[config.mk]
export PLATFORM = sky130hd
export DESIGN_NAME = byteWordAlu
export DESIGN_NICKNAME = d
export VERILOG_FILES = /design/src/rtl/byteWordAluPkg.sv /design/src/rtl/byteWordAluControl.sv /design/src/rtl/byteWordAluDatapath.sv /design/src/rtl/byteWordAluFlagReg.sv /design/src/rtl/byteWordAlu.sv
export SDC_FILE = /design/constraint.sdc
export NUM_CORES = 1
export LEC_CHECK = 0
export ABC_AREA = 1
export ABC_CLOCK_PERIOD_IN_PS = 4700
export BUFFER_PORTS_ARGS = -buffer_cell sky130_fd_sc_hd__buf_2
export CAP_MARGIN = 5
export CORE_UTILIZATION = 53
export CTS_CLUSTER_SIZE = 8
export DETAILED_ROUTE_END_ITERATION = 12
export GPL_TIMING_DRIVEN = 0
export PLACE_DENSITY = 0.86
export RECOVER_POWER = 100
export SLEW_MARGIN = 25
export SYNTH_ARGS = -nofsm -noshare
export SYNTH_HDL_FRONTEND = slang
export SYNTH_SLANG_ARGS = --single-unit
[constraint.sdc]
create_clock -name clk -period 4.7 [get_ports clk]
set_input_delay 0 -clock clk [delete_from_list [all_inputs] [get_ports clk]]
set_output_delay 0 -clock clk [all_outputs]
set_load 0.05 [all_outputs]
[src/rtl/byteWordAluPkg.sv]
`timescale 1ns/1ps
package byteWordAluPkg;
  localparam int DATA_W = 16;
  localparam int BYTE_W = 8;
  localparam int ARITH_FLAGS = 4;

  // Flag bit positions inside the status word
  localparam int FLG_CARRY = 0;
  localparam int FLG_ZERO  = 1;
  localparam int FLG_SIGN  = 2;
  localparam int FLG_OVF   = 3;
  localparam int FLG_IEN   = 4;
  localparam int FLG_USED  = 5;

  typedef enum logic [1:0] {
    OP_MOVE = 2'b00,
    OP_ADD  = 2'b01,
    OP_SUB  = 2'b10,
    OP_CMP  = 2'b11
  } aluOp_t;

  typedef struct packed {
    logic subtract;   // invert source, carry-in of one
    logic passSrc;    // move: forward the source
    logic writeDest;  // destination write-enable
    logic arith;      // operation may touch arithmetic flags
  } aluCtrl_t;
endpackage

[src/rtl/byteWordAluControl.sv]
`timescale 1ns/1ps
module byteWordAluControl
  import byteWordAluPkg::*;
(
  input  logic [1:0] opCode,
  output aluCtrl_t   ctrl
);
  aluOp_t op;
  assign op = aluOp_t'(opCode);

  always_comb begin
    ctrl = '0;
    unique case (op)
      OP_MOVE: begin
        ctrl.passSrc   = 1'b1;
        ctrl.writeDest = 1'b1;
      end
      OP_ADD: begin
        ctrl.writeDest = 1'b1;
        ctrl.arith     = 1'b1;
      end
      OP_SUB: begin
        ctrl.subtract  = 1'b1;
        ctrl.writeDest = 1'b1;
        ctrl.arith     = 1'b1;
      end
      OP_CMP: begin
        ctrl.subtract  = 1'b1;
        ctrl.arith     = 1'b1;
      end
      default: ctrl = '0;
    endcase
  end
endmodule

[src/rtl/byteWordAluDatapath.sv]
`timescale 1ns/1ps
module byteWordAluDatapath
  import byteWordAluPkg::*;
#(
  parameter int W  = DATA_W,
  parameter int BW = BYTE_W
) (
  input  aluCtrl_t               ctrl,
  input  logic                   wordMode,
  input  logic [W-1:0]           dstVal,
  input  logic [W-1:0]           srcVal,
  output logic [W-1:0]           result,
  output logic [ARITH_FLAGS-1:0] newFlags
);
  localparam int UPPER_W = W - BW;

  logic [W-1:0]  opB;
  logic [W:0]    wordSum;
  logic [BW:0]   byteSum;
  logic [W-1:0]  arithRes;
  logic          carryOut;
  logic          dstSign;
  logic          opBSign;
  logic          resSign;

  // Source inverted for subtract; two's complement completed by carry-in
  assign opB = ctrl.subtract ? ~srcVal : srcVal;

  assign wordSum = {1'b0, dstVal} + {1'b0, opB} + {{W{1'b0}}, ctrl.subtract};
  assign byteSum = {1'b0, dstVal[BW-1:0]} + {1'b0, opB[BW-1:0]}
                 + {{BW{1'b0}}, ctrl.subtract};

  always_comb begin
    if (wordMode) begin
      arithRes = wordSum[W-1:0];
      carryOut = wordSum[W];
      dstSign  = dstVal[W-1];
      opBSign  = opB[W-1];
    end else begin
      arithRes = {{UPPER_W{1'b0}}, byteSum[BW-1:0]};
      carryOut = byteSum[BW];
      dstSign  = dstVal[BW-1];
      opBSign  = opB[BW-1];
    end
  end

  assign resSign = wordMode ? arithRes[W-1] : arithRes[BW-1];

  always_comb begin
    if (ctrl.passSrc)
      result = wordMode ? srcVal : {{UPPER_W{1'b0}}, srcVal[BW-1:0]};
    else
      result = arithRes;
  end

  always_comb begin
    newFlags = '0;
    // borrow is the complement of the adder carry when subtracting
    newFlags[FLG_CARRY] = ctrl.subtract ? ~carryOut : carryOut;
    newFlags[FLG_ZERO]  = (arithRes == '0);
    newFlags[FLG_SIGN]  = resSign;
    newFlags[FLG_OVF]   = (dstSign == opBSign) && (resSign != dstSign);
  end
endmodule

[src/rtl/byteWordAluFlagReg.sv]
`timescale 1ns/1ps
module byteWordAluFlagReg
  import byteWordAluPkg::*;
#(
  parameter int W = DATA_W
) (
  input  logic                   clk,
  input  logic                   rst,
  input  logic                   updateEn,
  input  logic [ARITH_FLAGS-1:0] writeMask,
  input  logic [ARITH_FLAGS-1:0] newFlags,
  input  logic                   ieWrite,
  input  logic                   ieData,
  output logic [W-1:0]           flagsOut
);
  logic [ARITH_FLAGS-1:0] arithQ;
  logic                   ienQ;

  for (genvar i = 0; i < ARITH_FLAGS; i++) begin : g_flagBit
    always_ff @(posedge clk) begin
      if (rst)
        arithQ[i] <= 1'b0;
      else if (updateEn && writeMask[i])
        arithQ[i] <= newFlags[i];
    end
  end

  always_ff @(posedge clk) begin
    if (rst)
      ienQ <= 1'b0;
    else if (ieWrite)
      ienQ <= ieData;
  end

  always_comb begin
    flagsOut = '0;
    flagsOut[ARITH_FLAGS-1:0] = arithQ;
    flagsOut[FLG_IEN] = ienQ;
  end
endmodule

[src/rtl/byteWordAlu.sv]
`timescale 1ns/1ps
module byteWordAlu
  import byteWordAluPkg::*;
(
  input  logic        clk,
  input  logic        rst,
  input  logic [1:0]  opCode,
  input  logic        wordMode,
  input  logic [15:0] dstVal,
  input  logic [15:0] srcVal,
  input  logic        flagStrobe,
  input  logic [3:0]  flagMask,
  input  logic        ieWrite,
  input  logic        ieData,
  output logic [15:0] result,
  output logic        destWrite,
  output logic [15:0] flags
);
  aluCtrl_t               ctrl;
  logic [ARITH_FLAGS-1:0] newFlags;

  byteWordAluControl u_ctrl (
    .opCode (opCode),
    .ctrl   (ctrl)
  );

  byteWordAluDatapath #(.W(DATA_W), .BW(BYTE_W)) u_dp (
    .ctrl     (ctrl),
    .wordMode (wordMode),
    .dstVal   (dstVal),
    .srcVal   (srcVal),
    .result   (result),
    .newFlags (newFlags)
  );

  byteWordAluFlagReg #(.W(DATA_W)) u_flags (
    .clk       (clk),
    .rst       (rst),
    .updateEn  (flagStrobe && ctrl.arith),
    .writeMask (flagMask),
    .newFlags  (newFlags),
    .ieWrite   (ieWrite),
    .ieData    (ieData),
    .flagsOut  (flags)
  );

  assign destWrite = ctrl.writeDest;
endmodule

==> results.yml <==
global_route:
  gr-total-overflow: 0
  grt_max_degree: 11
  grt_pass1_wl_um: 7730
  grt_pass1_vias: 1884
  antenna_found_initial: 0
  track_usage_pct: 27.2
sta:
  tightestPinTransition_ns: 0.776
  timing.setup.tns_ns: 0
  max_clock_freq_ghz: 0.298
  slew_headroom_pct: 48.3
  finalWorstSetupSlack_ns: 1.35
  period_share_pct: 71.3
  slew_violations: 0
  finalSetupViolations: 0
  hold_viol_final: 0
  skew_ns: 0
  fin_crit_ns: 3.35
  rsz0062_at_grt: "no"
cells_and_area:
  syn2layout_area_growth_pct: 22.1
  n_fill_cell: 337
  nets: 467
  n_antenna_cell: 0
  ff_latch_area_sq_um: 100
  multi_input_area_sq_um: 1450
  drive_gt1_share_pct: 18.6
setup_path:
  reg2reg_depth: 4
  start_kind: "input pin"
  required_ns: 4.70
  r2r-start: "u_flags.flagsOut[2]$_SDFFE_PP0P_"
  critical_path.max_fanout: 10
  criticalPathCategory: "input pin to primary output"
  end_kind: "primary output"
  cp-startpoint: "opCode[1]"
  rrSetupSlack_ns: 3.99
  arrival_ns: 3.35
  rr_endpoint: "u_flags.flagsOut[2]$_SDFFE_PP0P_"
die:
  io_pins: 77
  rows: 20
  core-area_sq_um: 3150
  dieHeight_um: 60.7
  die_area_sq_um: 3690
  die_x_um: 60.7
  start_util_pct: 57.9
min_path:
  min_from: "ieData"
  whs_path_depth: 3
  min_to: "u_flags.ienQ$_SDFFE_PP0P_"
  hold_path.class: "input pin to flop"
detailed_routing:
  drt-total-wl_um: 4990
  first_iter_violations: 79
  routedWlPerCell_um: 11.2
  drc_errors: 0
  num_vias: 2224
  viasPerCell: 4.98
  firstDrtPassIters: 4
  ant_nets: 0
synth:
  synth_seq_cells: 5
  seq_area_frac_synth_pct: 5.48
  synth_area_sq_um: 1830
  ys_warn_count: 0
  syn_avg_cell_area_sq_um: 5.62
  syn_inst: 325
  ys_types: 31
clock_tree:
  cts.sinks: 5
  cts_buffer_depth: 2
  cts-root-buf: "clkbuf_4"
  clk_transition_reported_paths_ns: 0.05
  h-tree-depth: 1
  clock_latency_ns: 0.24
  numCtsBuffers: 3
  cts_tree: "yes"
flow_run:
  max-cap-violations: 0
placement:
  dp_hpwl_um: 4150
  pre_cts_ws_ns: 2.30
  gp_congestion: 0.909
  port_buffers: 63
power:
  power.density_nw_per_um2: 236
  vdd_drop_max_uv: 109
  p_leak_nw: 1.31
run_status:
  status: "finished clean"
## cell usage after synthesis
| library cell | count | area [sq um] |
|---|---|---|
| ha_1 | 18 | 225 |
| dfxtp_1 | 5 | 100 |
| a21oi_2 | 2 | 17.5 |
| o21bai_1 | 2 | 15.0 |
| nor2_1 | 19 | 71.3 |
| clkbuf_1 | 2 | 7.51 |
| nand2_2 | 5 | 31.3 |
| buf_4 | 12 | 90.1 |
| mux2i_1 | 1 | 10.0 |
| buf_2 | 3 | 15.0 |
| or2_2 | 1 | 6.26 |
| nand4_1 | 3 | 18.8 |
| inv_2 | 4 | 15.0 |
| xnor2_1 | 3 | 26.3 |
| nand3_2 | 1 | 10.0 |
| buf_1 | 1 | 3.75 |
| a21oi_1 | 16 | 80.1 |
| nand3b_1 | 4 | 30.0 |
| nand2_1 | 96 | 360 |
| nand3_1 | 40 | 200 |
| xor2_1 | 15 | 131 |
| buf_6 | 1 | 11.3 |
| inv_1 | 44 | 165 |
| a31oi_1 | 2 | 12.5 |
| fa_1 | 1 | 20.0 |
| conb_1 | 1 | 3.75 |
| nor3_2 | 1 | 10.0 |
| nand2_4 | 4 | 45.0 |
| a21o_1 | 1 | 7.51 |
| o21ai_0 | 16 | 80.1 |
| and2_1 | 1 | 6.26 |
## metal layers
layer / global-route usage (%) / vias to the layer above / part of all wire (%) / wire length (um)
li1: - / 1173 / - / -
met3: 1.71 / 4 / 5.0 / 252
met1: 34.3 / 963 / 45 / 2230
met5: 0 / - / 0 / 0
met2: 51.5 / 84 / 50 / 2480
met4: 4.22 / 0 / 0.52 / 26
## sequential cells by signal, indices dropped and copies added (netlist names)
register / cells
u_flags.ienQ: 1
u_flags.flagsOut: 4
## per-stage QoR
| stage | util (%) | power, mW | area (sq um) | hold slack, ns | cells |
|---|---|---|---|---|---|
| 2_1_floorplan | - | 0.384 | 1860 | 0.0624 | 335 |
| 3_3_place_gp | 70.9 | 0.471 | 2230 | 0.226 | 442 |
| 3_5_place_dp | 70.9 | 0.478 | 2230 | 0.231 | 442 |
| 4_1_cts | 72.0 | 0.532 | 2270 | 0.0263 | 447 |
| 5_1_grt | 70.7 | 0.573 | 2230 | 0.0488 | 447 |
| 6_report | 70.7 | 0.525 | 2230 | 0.0389 | 447 |
## cell families after synthesis
| logic type | share of synthesized area (%) |
|---|---|
| AO/OA/AOI/OAI | 11.6 |
| adder cells (fa/ha/maj) | 13.4 |
| flip-flops | 5.48 |
| XOR/XNOR | 8.63 |
| AND/OR/NAND/NOR | 43.2 |
| buffers and inverters | 16.8 |
| multiplexers | 0.548 |
| other | 0.205 |
## cell usage in the layout (no fill, tap or decap), drive strengths merged
cell	count
a31oi	2
and2	1
a21oi	18
nand2	105
inv	48
dfxtp	5
nand3b	4
buf	56
o21bai	2
or2	1
nor2	19
o21ai	16
ha	18
xor2	15
nand4	3
mux2i	1
nor3	1
nand3	41
fa	1
clkbuf	30
dlygate4sd3	1
a21o	1
conb	11
xnor2	3
## power breakdown
part,switching (mW),total (mW),internal [mW]
Combinational,0.304,0.428,0.124
Sequential,0.00114,0.0461,0.0449
Clock,0.0187,0.0509,0.0322
Total,0.324,0.525,0.201
## area by class of cell
type	instances	share of cell area, %
clock buffers	4	1.18
multi-input cells	263	65.1
inverters	48	8.08
plain buffers	19	5.33
well taps	44	2.47
flip-flops and latches	5	4.49
repair buffers	64	13.4
## worst max-delay path: stages
cell and delay, ns:
clkbuf_1 0.52, clkbuf_1 0.66, xor2_1 0.26, ha_1 0.30, a21oi_1 0.19, nand2_1 0.10, nand2_1 0.12, nand2_2 0.09
nand2_2 0.07, nand2_1 0.06, nand3_1 0.10, nand2_1 0.06, nand2_1 0.06, nand3_1 0.09, o21ai_0 0.18, clkbuf_1 0.48
## repair_timing
item / 4_1_cts / 5_1_grt
endpoints found under the hold margin: 2 / 0
resized for setup: 0 / 0
hold buffers: 1 / 0
buffers inserted: 0 / 0
## worst max-delay path by stage
stage	cells after the start	slack, ns	to
detailed placement	16	2.30	result[14]
global route	16	1.09	result[14]
floorplan	15	1.94	result[14]
finish	16	1.35	result[14]
global placement	16	2.34	result[14]
CTS	16	2.29	result[14]
Power figures use the tool's default switching activity.
